$ cat src/rtl/uart_rx_pkg.sv
package uart_rx_pkg;

    typedef struct packed {
        logic [7:0] data;
        logic       perr;
        logic       ferr;
        logic       brk;
    } rx_char_t;

    typedef enum logic [2:0] {
        ST_IDLE,
        ST_START,
        ST_DATA,
        ST_PARITY,
        ST_STOP,
        ST_WAIT_MARK
    } rx_state_e;

    // Index of the last data bit for a length select (5..8 bits)
    function automatic logic [2:0] last_bit_idx(input logic [1:0] len_sel);
        return 3'd4 + {1'b0, len_sel};
    endfunction

    // Flow-control threshold for a level select
    function automatic logic [4:0] trig_level(input logic [1:0] sel);
        case (sel)
            2'd0:    return 5'd1;
            2'd1:    return 5'd4;
            2'd2:    return 5'd8;
            default: return 5'd14;
        endcase
    endfunction

endpackage

$ cat src/rtl/rx_sync.sv
module rx_sync #(
    parameter int STAGES = 2
) (
    input  logic clk,
    input  logic rst,
    input  logic din,
    output logic dout
);
    logic [STAGES-1:0] chain;

    always_ff @(posedge clk) begin
        if (rst) chain <= '1;
        else     chain <= {chain[STAGES-2:0], din};
    end

    assign dout = chain[STAGES-1];
endmodule

$ cat src/rtl/rx_bit_engine.sv
module rx_bit_engine
    import uart_rx_pkg::*;
#(
    parameter int OSR = 16
) (
    input  logic       clk,
    input  logic       rst,
    input  logic       tick,
    input  logic       line,
    input  logic [1:0] cfg_len,
    input  logic       cfg_par_en,
    input  logic       cfg_par_odd,
    output logic       push,
    output rx_char_t   push_char
);
    localparam int PW  = $clog2(OSR);
    localparam int MID = OSR / 2 - 1;

    rx_state_e     state;
    logic [PW-1:0] phase;
    logic [2:0]    bit_idx;
    logic [7:0]    shreg;
    logic          par_acc;
    logic          all_low;
    logic          bit_due;

    assign bit_due = (phase == PW'(OSR - 1));

    always_ff @(posedge clk) begin
        if (rst) begin
            state     <= ST_IDLE;
            phase     <= '0;
            bit_idx   <= '0;
            shreg     <= '0;
            par_acc   <= 1'b0;
            all_low   <= 1'b1;
            push      <= 1'b0;
            push_char <= '0;
        end else begin
            push <= 1'b0;
            case (state)
                ST_IDLE: begin
                    if (tick && !line) begin
                        state <= ST_START;
                        phase <= PW'(1);
                    end
                end
                ST_START: begin
                    if (tick) begin
                        if (phase == PW'(MID)) begin
                            if (!line) begin
                                state   <= ST_DATA;
                                phase   <= '0;
                                bit_idx <= '0;
                                shreg   <= '0;
                                par_acc <= 1'b0;
                                all_low <= 1'b1;
                            end else begin
                                state <= ST_IDLE;
                            end
                        end else begin
                            phase <= phase + PW'(1);
                        end
                    end
                end
                ST_DATA: begin
                    if (tick) begin
                        if (bit_due) begin
                            shreg[bit_idx] <= line;
                            par_acc        <= par_acc ^ line;
                            all_low        <= all_low & ~line;
                            phase          <= '0;
                            if (bit_idx == last_bit_idx(cfg_len)) begin
                                state <= cfg_par_en ? ST_PARITY : ST_STOP;
                            end else begin
                                bit_idx <= bit_idx + 3'd1;
                            end
                        end else begin
                            phase <= phase + PW'(1);
                        end
                    end
                end
                ST_PARITY: begin
                    if (tick) begin
                        if (bit_due) begin
                            par_acc <= par_acc ^ line;
                            all_low <= all_low & ~line;
                            phase   <= '0;
                            state   <= ST_STOP;
                        end else begin
                            phase <= phase + PW'(1);
                        end
                    end
                end
                ST_STOP: begin
                    if (tick) begin
                        if (bit_due) begin
                            push           <= 1'b1;
                            push_char.data <= shreg;
                            push_char.perr <= cfg_par_en & (par_acc ^ cfg_par_odd);
                            push_char.ferr <= ~line;
                            push_char.brk  <= all_low & ~line;
                            phase          <= '0;
                            state          <= line ? ST_IDLE : ST_WAIT_MARK;
                        end else begin
                            phase <= phase + PW'(1);
                        end
                    end
                end
                ST_WAIT_MARK: begin
                    if (line) state <= ST_IDLE;
                end
                default: state <= ST_IDLE;
            endcase
        end
    end
endmodule

$ cat src/rtl/rx_fifo.sv
module rx_fifo
    import uart_rx_pkg::*;
#(
    parameter int DEPTH = 16,
    parameter int CW    = $clog2(DEPTH + 1)
) (
    input  logic          clk,
    input  logic          rst,
    input  logic          wr,
    input  rx_char_t      wr_char,
    input  logic          rd,
    output rx_char_t      head,
    output logic [CW-1:0] count,
    output logic          full
);
    localparam int AW = (DEPTH > 1) ? $clog2(DEPTH) : 1;

    rx_char_t      mem [DEPTH];
    logic [AW-1:0] wptr;
    logic [AW-1:0] rptr;
    logic          do_wr;
    logic          do_rd;

    function automatic logic [AW-1:0] next_ptr(input logic [AW-1:0] p);
        return (p == AW'(DEPTH - 1)) ? '0 : p + AW'(1);
    endfunction

    assign full  = (count == CW'(DEPTH));
    assign do_wr = wr && !full;
    assign do_rd = rd && (count != '0);
    assign head  = mem[rptr];

    always_ff @(posedge clk) begin
        if (do_wr) mem[wptr] <= wr_char;
    end

    always_ff @(posedge clk) begin
        if (rst) begin
            wptr  <= '0;
            rptr  <= '0;
            count <= '0;
        end else begin
            if (do_wr) wptr <= next_ptr(wptr);
            if (do_rd) rptr <= next_ptr(rptr);
            case ({do_wr, do_rd})
                2'b10:   count <= count + CW'(1);
                2'b01:   count <= count - CW'(1);
                default: count <= count;
            endcase
        end
    end
endmodule

$ cat src/rtl/rx_flow_ctl.sv
module rx_flow_ctl
    import uart_rx_pkg::*;
#(
    parameter int CW = 5
) (
    input  logic [CW-1:0] count,
    input  logic          auto_en,
    input  logic [1:0]    trig_sel,
    output logic          rts
);
    logic at_level;

    assign at_level = (32'(count) >= 32'(trig_level(trig_sel)));
    assign rts      = !(auto_en && at_level);
endmodule

$ cat src/rtl/uart_rx_flow.sv
module uart_rx_flow
    import uart_rx_pkg::*;
#(
    parameter int DEPTH = 16,
    parameter int OSR   = 16,
    parameter int CW    = $clog2(DEPTH + 1)
) (
    input  logic          clk,
    input  logic          rst,
    input  logic          tick16,
    input  logic          rxd,
    input  logic [1:0]    cfg_len,
    input  logic          cfg_par_en,
    input  logic          cfg_par_odd,
    input  logic          cfg_auto_rts,
    input  logic [1:0]    cfg_trig,
    input  logic          pop,
    output logic [7:0]    rd_data,
    output logic          rd_perr,
    output logic          rd_ferr,
    output logic          rd_brk,
    output logic          rx_ready,
    output logic [CW-1:0] fifo_count,
    output logic          overrun,
    output logic          rts
);
    logic     line_s;
    logic     push;
    rx_char_t push_char;
    rx_char_t head;
    logic     full;

    rx_sync #(.STAGES(2)) u_sync (
        .clk  (clk),
        .rst  (rst),
        .din  (rxd),
        .dout (line_s)
    );

    rx_bit_engine #(.OSR(OSR)) u_engine (
        .clk         (clk),
        .rst         (rst),
        .tick        (tick16),
        .line        (line_s),
        .cfg_len     (cfg_len),
        .cfg_par_en  (cfg_par_en),
        .cfg_par_odd (cfg_par_odd),
        .push        (push),
        .push_char   (push_char)
    );

    rx_fifo #(.DEPTH(DEPTH), .CW(CW)) u_fifo (
        .clk     (clk),
        .rst     (rst),
        .wr      (push),
        .wr_char (push_char),
        .rd      (pop),
        .head    (head),
        .count   (fifo_count),
        .full    (full)
    );

    rx_flow_ctl #(.CW(CW)) u_flow (
        .count    (fifo_count),
        .auto_en  (cfg_auto_rts),
        .trig_sel (cfg_trig),
        .rts      (rts)
    );

    always_ff @(posedge clk) begin
        if (rst) overrun <= 1'b0;
        else     overrun <= push && full;
    end

    assign rd_data  = head.data;
    assign rd_perr  = head.perr;
    assign rd_ferr  = head.ferr;
    assign rd_brk   = head.brk;
    assign rx_ready = (fifo_count != '0);
endmodule

$ cat config.mk
export PLATFORM = sky130hd
export DESIGN_NAME = uart_rx_flow
export DESIGN_NICKNAME = d
export VERILOG_FILES = /design/src/rtl/uart_rx_pkg.sv /design/src/rtl/rx_sync.sv /design/src/rtl/rx_bit_engine.sv /design/src/rtl/rx_fifo.sv /design/src/rtl/rx_flow_ctl.sv /design/src/rtl/uart_rx_flow.sv
export SDC_FILE = /design/constraint.sdc
export NUM_CORES = 1
export LEC_CHECK = 0
export BUFFER_PORTS_ARGS = -buffer_cell sky130_fd_sc_hd__buf_2
export CORE_ASPECT_RATIO = 1.4
export CORE_MARGIN = 2
export CORE_UTILIZATION = 55
export CTS_CLUSTER_DIAMETER = 200
export DETAILED_ROUTE_END_ITERATION = 8
export GPL_ROUTABILITY_DRIVEN = 1
export GPL_TIMING_DRIVEN = 0
export MAX_ROUTING_LAYER = met4
export PLACE_DENSITY = 0.72
export SLEW_MARGIN = 0
export SYNTH_ARGS = -nofsm -noshare
export SYNTH_HDL_FRONTEND = slang
export SYNTH_HIERARCHICAL = 1
export SYNTH_SLANG_ARGS = --single-unit
$ cat constraint.sdc
create_clock -name clk -period 3.3 [get_ports clk]
set_input_delay 0.165 -clock clk [delete_from_list [all_inputs] [get_ports clk]]
set_output_delay 0.165 -clock clk [all_outputs]
set_load 0.01 [all_outputs]
==> results.txt <==
- The run finished with clean final reports.
- Highest net fanout along the worst path: 11
* Final setup violation count: 0
- In this run the number of H-tree levels came out at 1.
* CTS Root Cell: sky130_fd_sc_hd__clkbuf_16
- Crit path launch type: flip-flop
* Final Net Count: 706
- The die is 159 um tall.
- The first global-routing pass estimated 30300 um of wire.
* Crit path setup slack, layout: 0.200 ns
- Share of the yosys chip area belonging to registers: 0.671
- Maximum operating frequency: 0.323 GHz
- The total count of max-transition violations in the final report came to 0.
- The number of antenna violations at the first check in global routing came to 0.
- In this run the cell area measured after placement is 0.00990 mm^2.
- CTS Buf Count: 22
* Slack of the worst reg-to-reg path: 0.20 ns
- Hold slack final: 0.0135 ns
- Chip Width: 115 um
- Synthesis produced a netlist whose cell count is 617.
- Count of maximum capacitance violations: 0
- Total count of hold-check failures in the final report: 0
- Power per cell area: 604 mW/mm^2
- Count of antenna diodes in the layout: 0
- The cell that appears most often on the critical path is sky130_fd_sc_hd__ha_1.
- Between clock sinks in the finished design, the worst skew comes to 0.00968 ns.
* Fillers: 1203
* Max stage delay cell, worst path: sky130_fd_sc_hd__or4_4
- Cell Rows: 56
- For this design the top-level I/O count stands at 31.
- Overall power consumption after layout is estimated at 6.44 mW.
- The clock passes through at most 3 buffers.
- CP Data Arrival Time: 3.54 ns
- In this design, the stage delay of the slowest critical-path cell is 0.59 ns.
- In the global route stage, overall resource usage came out at 0.222.
- Counting both buffers and inverters, the worst setup path holds a total of 3.
* Detailed Route WL: 19500 um
- Summed over all layers, the global routing overflow is 0.
- The library cell used most frequently in the layout, excluding fill and tap cells, is sky130_fd_sc_hd__edfxtp_1.
* Top cell family by delay on the critical path: simple AND/OR/NAND/NOR gates
* Flop and latch count out of synthesis: 228
- TritonCTS clock tree: yes
- Across the VDD grid, the largest voltage drop is 0.000438 V.
* Synth warn: 6
- The clock net in this run drives a total of 228 sinks.
* Min Tclk post-route: 3.10 ns
* Worst-skew pair later-pin latency: 0.50 ns
- The area growth from synthesis to layout is 13.1%.
- Critical hold path startpoint: cfg_par_odd
- With fillers left out, the area of the finished cells amounts to 0.0107 mm^2.
- Source of the worst register-to-register timing path: u_fifo/count[3]
- Entering global routing, the biggest net connects 18 pins.
- Endpoint type of the worst setup path: flip-flop
- Detailed placement finished with a half-perimeter wire length of 13300 um.
- Initial DRC count: 379
- Core Region: 0.0167 mm^2
* Fin Setup TNS: 0 ns
* Number of remaining DRC errors: 0
- Number of distinct library cell variants in the gate-level netlist after synthesis: 68
- Worst Setup Slack post-DPL: 0.0537 ns
* Total die area: 0.0182 mm^2
- RSZ-0062 raised after global routing: no
- The number of setup buffers added after CTS is 0.
- Vias per std cell: 6.22
- Clock transition time at the flip-flop clock pins of the worst setup and hold paths: 0.06 ns
* Synthesized cell area: 0.00943 mm^2
* Mean cell area of the mapped netlist: 15.3 um^2
- In this run the static leakage power is 3.62 nW.
* Most used cells in the layout excluding fill and tap cells: 176 x sky130_fd_sc_hd__edfxtp_1, 49 x sky130_fd_sc_hd__dfxtp_1, 48 x sky130_fd_sc_hd__nand2_1
- Leading register cell type out of synthesis: sky130_fd_sc_hd__edfxtp_1
* Port Buf Inserts: 30
- Required time at the endpoint of the critical path: 3.74 ns
* Measured slew at the worst slew-check pin: 1.24 ns
* Share of final-layout standard cells stronger than drive strength 1: 0.210
- Measured against its own limit, the worst slew margin works out to 0.173.
- Startpoint of the worst setup timing path: u_fifo/count[3]
* Vias in the first global route: 5626
- The routed layout has 5589 vias.
* Worst Hold Class: primary input to flip-flop
- Synthesis produced a netlist with a net count of 644.
* Starting density of the core: 0.563
* EDFF count, synth: 176
- Remaining antenna violation count: 0
- Routability-driven placement finished with a final weighted congestion of 0.825.
- Of the available clock period, the critical path in the final layout requires 0.939.
- Worst Setup Path Type: flip-flop to flip-flop
- Wire length per cell: 21.7 um
- Traced cell by cell, the critical path runs through or4_4, o21a_4, inv_2, buf_6, ha_1, clkbuf_4, xor2_1, ha_1, o21ai_0, or3_1, a2111o_1, nand4_1.
- The pre-antenna-repair detailed-routing pass consisted of 5 iterations.
* Ys async rst share: 0
==> power breakdown <==
part / internal [mW] / switching, mW / leakage (nW)
Combinational: 0.348 / 0.473 / 1.23
Sequential: 3.09 / 0.0600 / 2.05
Clock: 1.44 / 1.03 / 0.342
==> per-stage QoR <==
step / std cells / util
2_1_floorplan: 617 / -
3_3_place_gp: 850 / 0.587
3_5_place_dp: 855 / 0.591
4_1_cts: 898 / 0.636
5_1_grt: 898 / 0.637
6_report: 898 / 0.637
==> tightest hold or removal path: stages <==
cell                      delay [ns]
sky130_fd_sc_hd__buf_2          0.09
sky130_fd_sc_hd__xor2_1         0.05
sky130_fd_sc_hd__nand3_1        0.08
sky130_fd_sc_hd__a21oi_1        0.07
==> kinds of logic after synthesis <==
group,synth area share
multiplexers,0.108
buffers and inverters,0.0211
XOR/XNOR,0.00929
flip-flops,0.671
AO/OA/AOI/OAI,0.0739
AND/OR/NAND/NOR,0.0963
adder cells (fa/ha/maj),0.0199
==> Yosys cell counts, types with 3 or more instances <==
cell type                    n  share of area
sky130_fd_sc_hd__edfxtp_1  176           0.56
sky130_fd_sc_hd__and3_1      9         0.0060
sky130_fd_sc_hd__mux4_2     44           0.11
sky130_fd_sc_hd__clkbuf_1   22         0.0088
sky130_fd_sc_hd__nand3_1    13         0.0069
sky130_fd_sc_hd__o22ai_1     6         0.0040
sky130_fd_sc_hd__a21oi_1    30          0.016
sky130_fd_sc_hd__or3_1       3         0.0020
sky130_fd_sc_hd__xnor2_1     3         0.0028
sky130_fd_sc_hd__a22oi_1    22          0.018
sky130_fd_sc_hd__nand4b_1    4         0.0037
sky130_fd_sc_hd__nand4_1     7         0.0046
sky130_fd_sc_hd__a31oi_1     3         0.0020
sky130_fd_sc_hd__nor3_1      6         0.0032
sky130_fd_sc_hd__xor2_1      7         0.0065
sky130_fd_sc_hd__buf_2       9         0.0048
sky130_fd_sc_hd__nor2_1     31          0.012
sky130_fd_sc_hd__o21ai_0    12         0.0064
sky130_fd_sc_hd__nor4b_1     5         0.0046
sky130_fd_sc_hd__a22o_1      4         0.0037
sky130_fd_sc_hd__dfxtp_1    52           0.11
sky130_fd_sc_hd__nand2_1    48          0.019
sky130_fd_sc_hd__nor2b_1     9         0.0060
sky130_fd_sc_hd__inv_1      14         0.0056
sky130_fd_sc_hd__ha_1       15          0.020
sky130_fd_sc_hd__nand2b_1    5         0.0033
sky130_fd_sc_hd__and4_1      4         0.0037
==> sequential cells by signal (all words and copies together), names as in the netlist, named ones only <==
| signal | flops |
|---|---|
| u_engine/par_acc | 1 |
| overrun | 1 |
| u_engine/push | 1 |
| u_engine/push_char | 11 |
| u_engine/shreg | 8 |
| u_engine/state | 3 |
| u_fifo/rptr | 4 |
| u_sync/chain | 2 |
| u_engine/phase | 4 |
| u_fifo/count | 5 |
| u_engine/bit_idx | 3 |
| u_fifo/mem | 176 |
| u_fifo/wptr | 4 |
| u_engine/all_low | 1 |
==> metal layers <==
metal | GRT usage | vias to the layer above | routed length [um]
li1 | - | 2554 | -
met1 | 0.258 | 2843 | 7520
met2 | 0.409 | 165 | 10900
met3 | 0.0244 | 27 | 815
met4 | 0.0527 | 0 | 276
met5 | - | - | 0
==> final timing paths <==
kind / endpoint / cells after the start
setup / recovery: u_fifo/count[4] / 12
hold reg to reg: u_sync/chain[1] / 1
setup reg to reg: u_fifo/count[4] / 12
hold / removal: u_engine/push_char[2] / 4
==> area by class of cell <==
| cell class | instances | area, um^2 | area share |
|---|---|---|---|
| plain buffers | 33 | 146 | 0.0137 |
| clock inverters | 13 | 126 | 0.0119 |
| clock buffers | 27 | 591 | 0.0554 |
| inverters | 15 | 56.3 | 0.00528 |
| multi-input cells | 341 | 2940 | 0.275 |
| well taps | 203 | 254 | 0.0238 |
| repair buffers | 38 | 221 | 0.0208 |
| flip-flops and latches | 228 | 6330 | 0.594 |
==> repair_timing <==
item | in CTS | in global routing
hold buffers | 3 | 0
endpoints found under the hold margin | 3 | 0
resized for setup | 0 | 8
setup endpoints to repair | 0 | 2
Power figures use the tool's default switching activity.
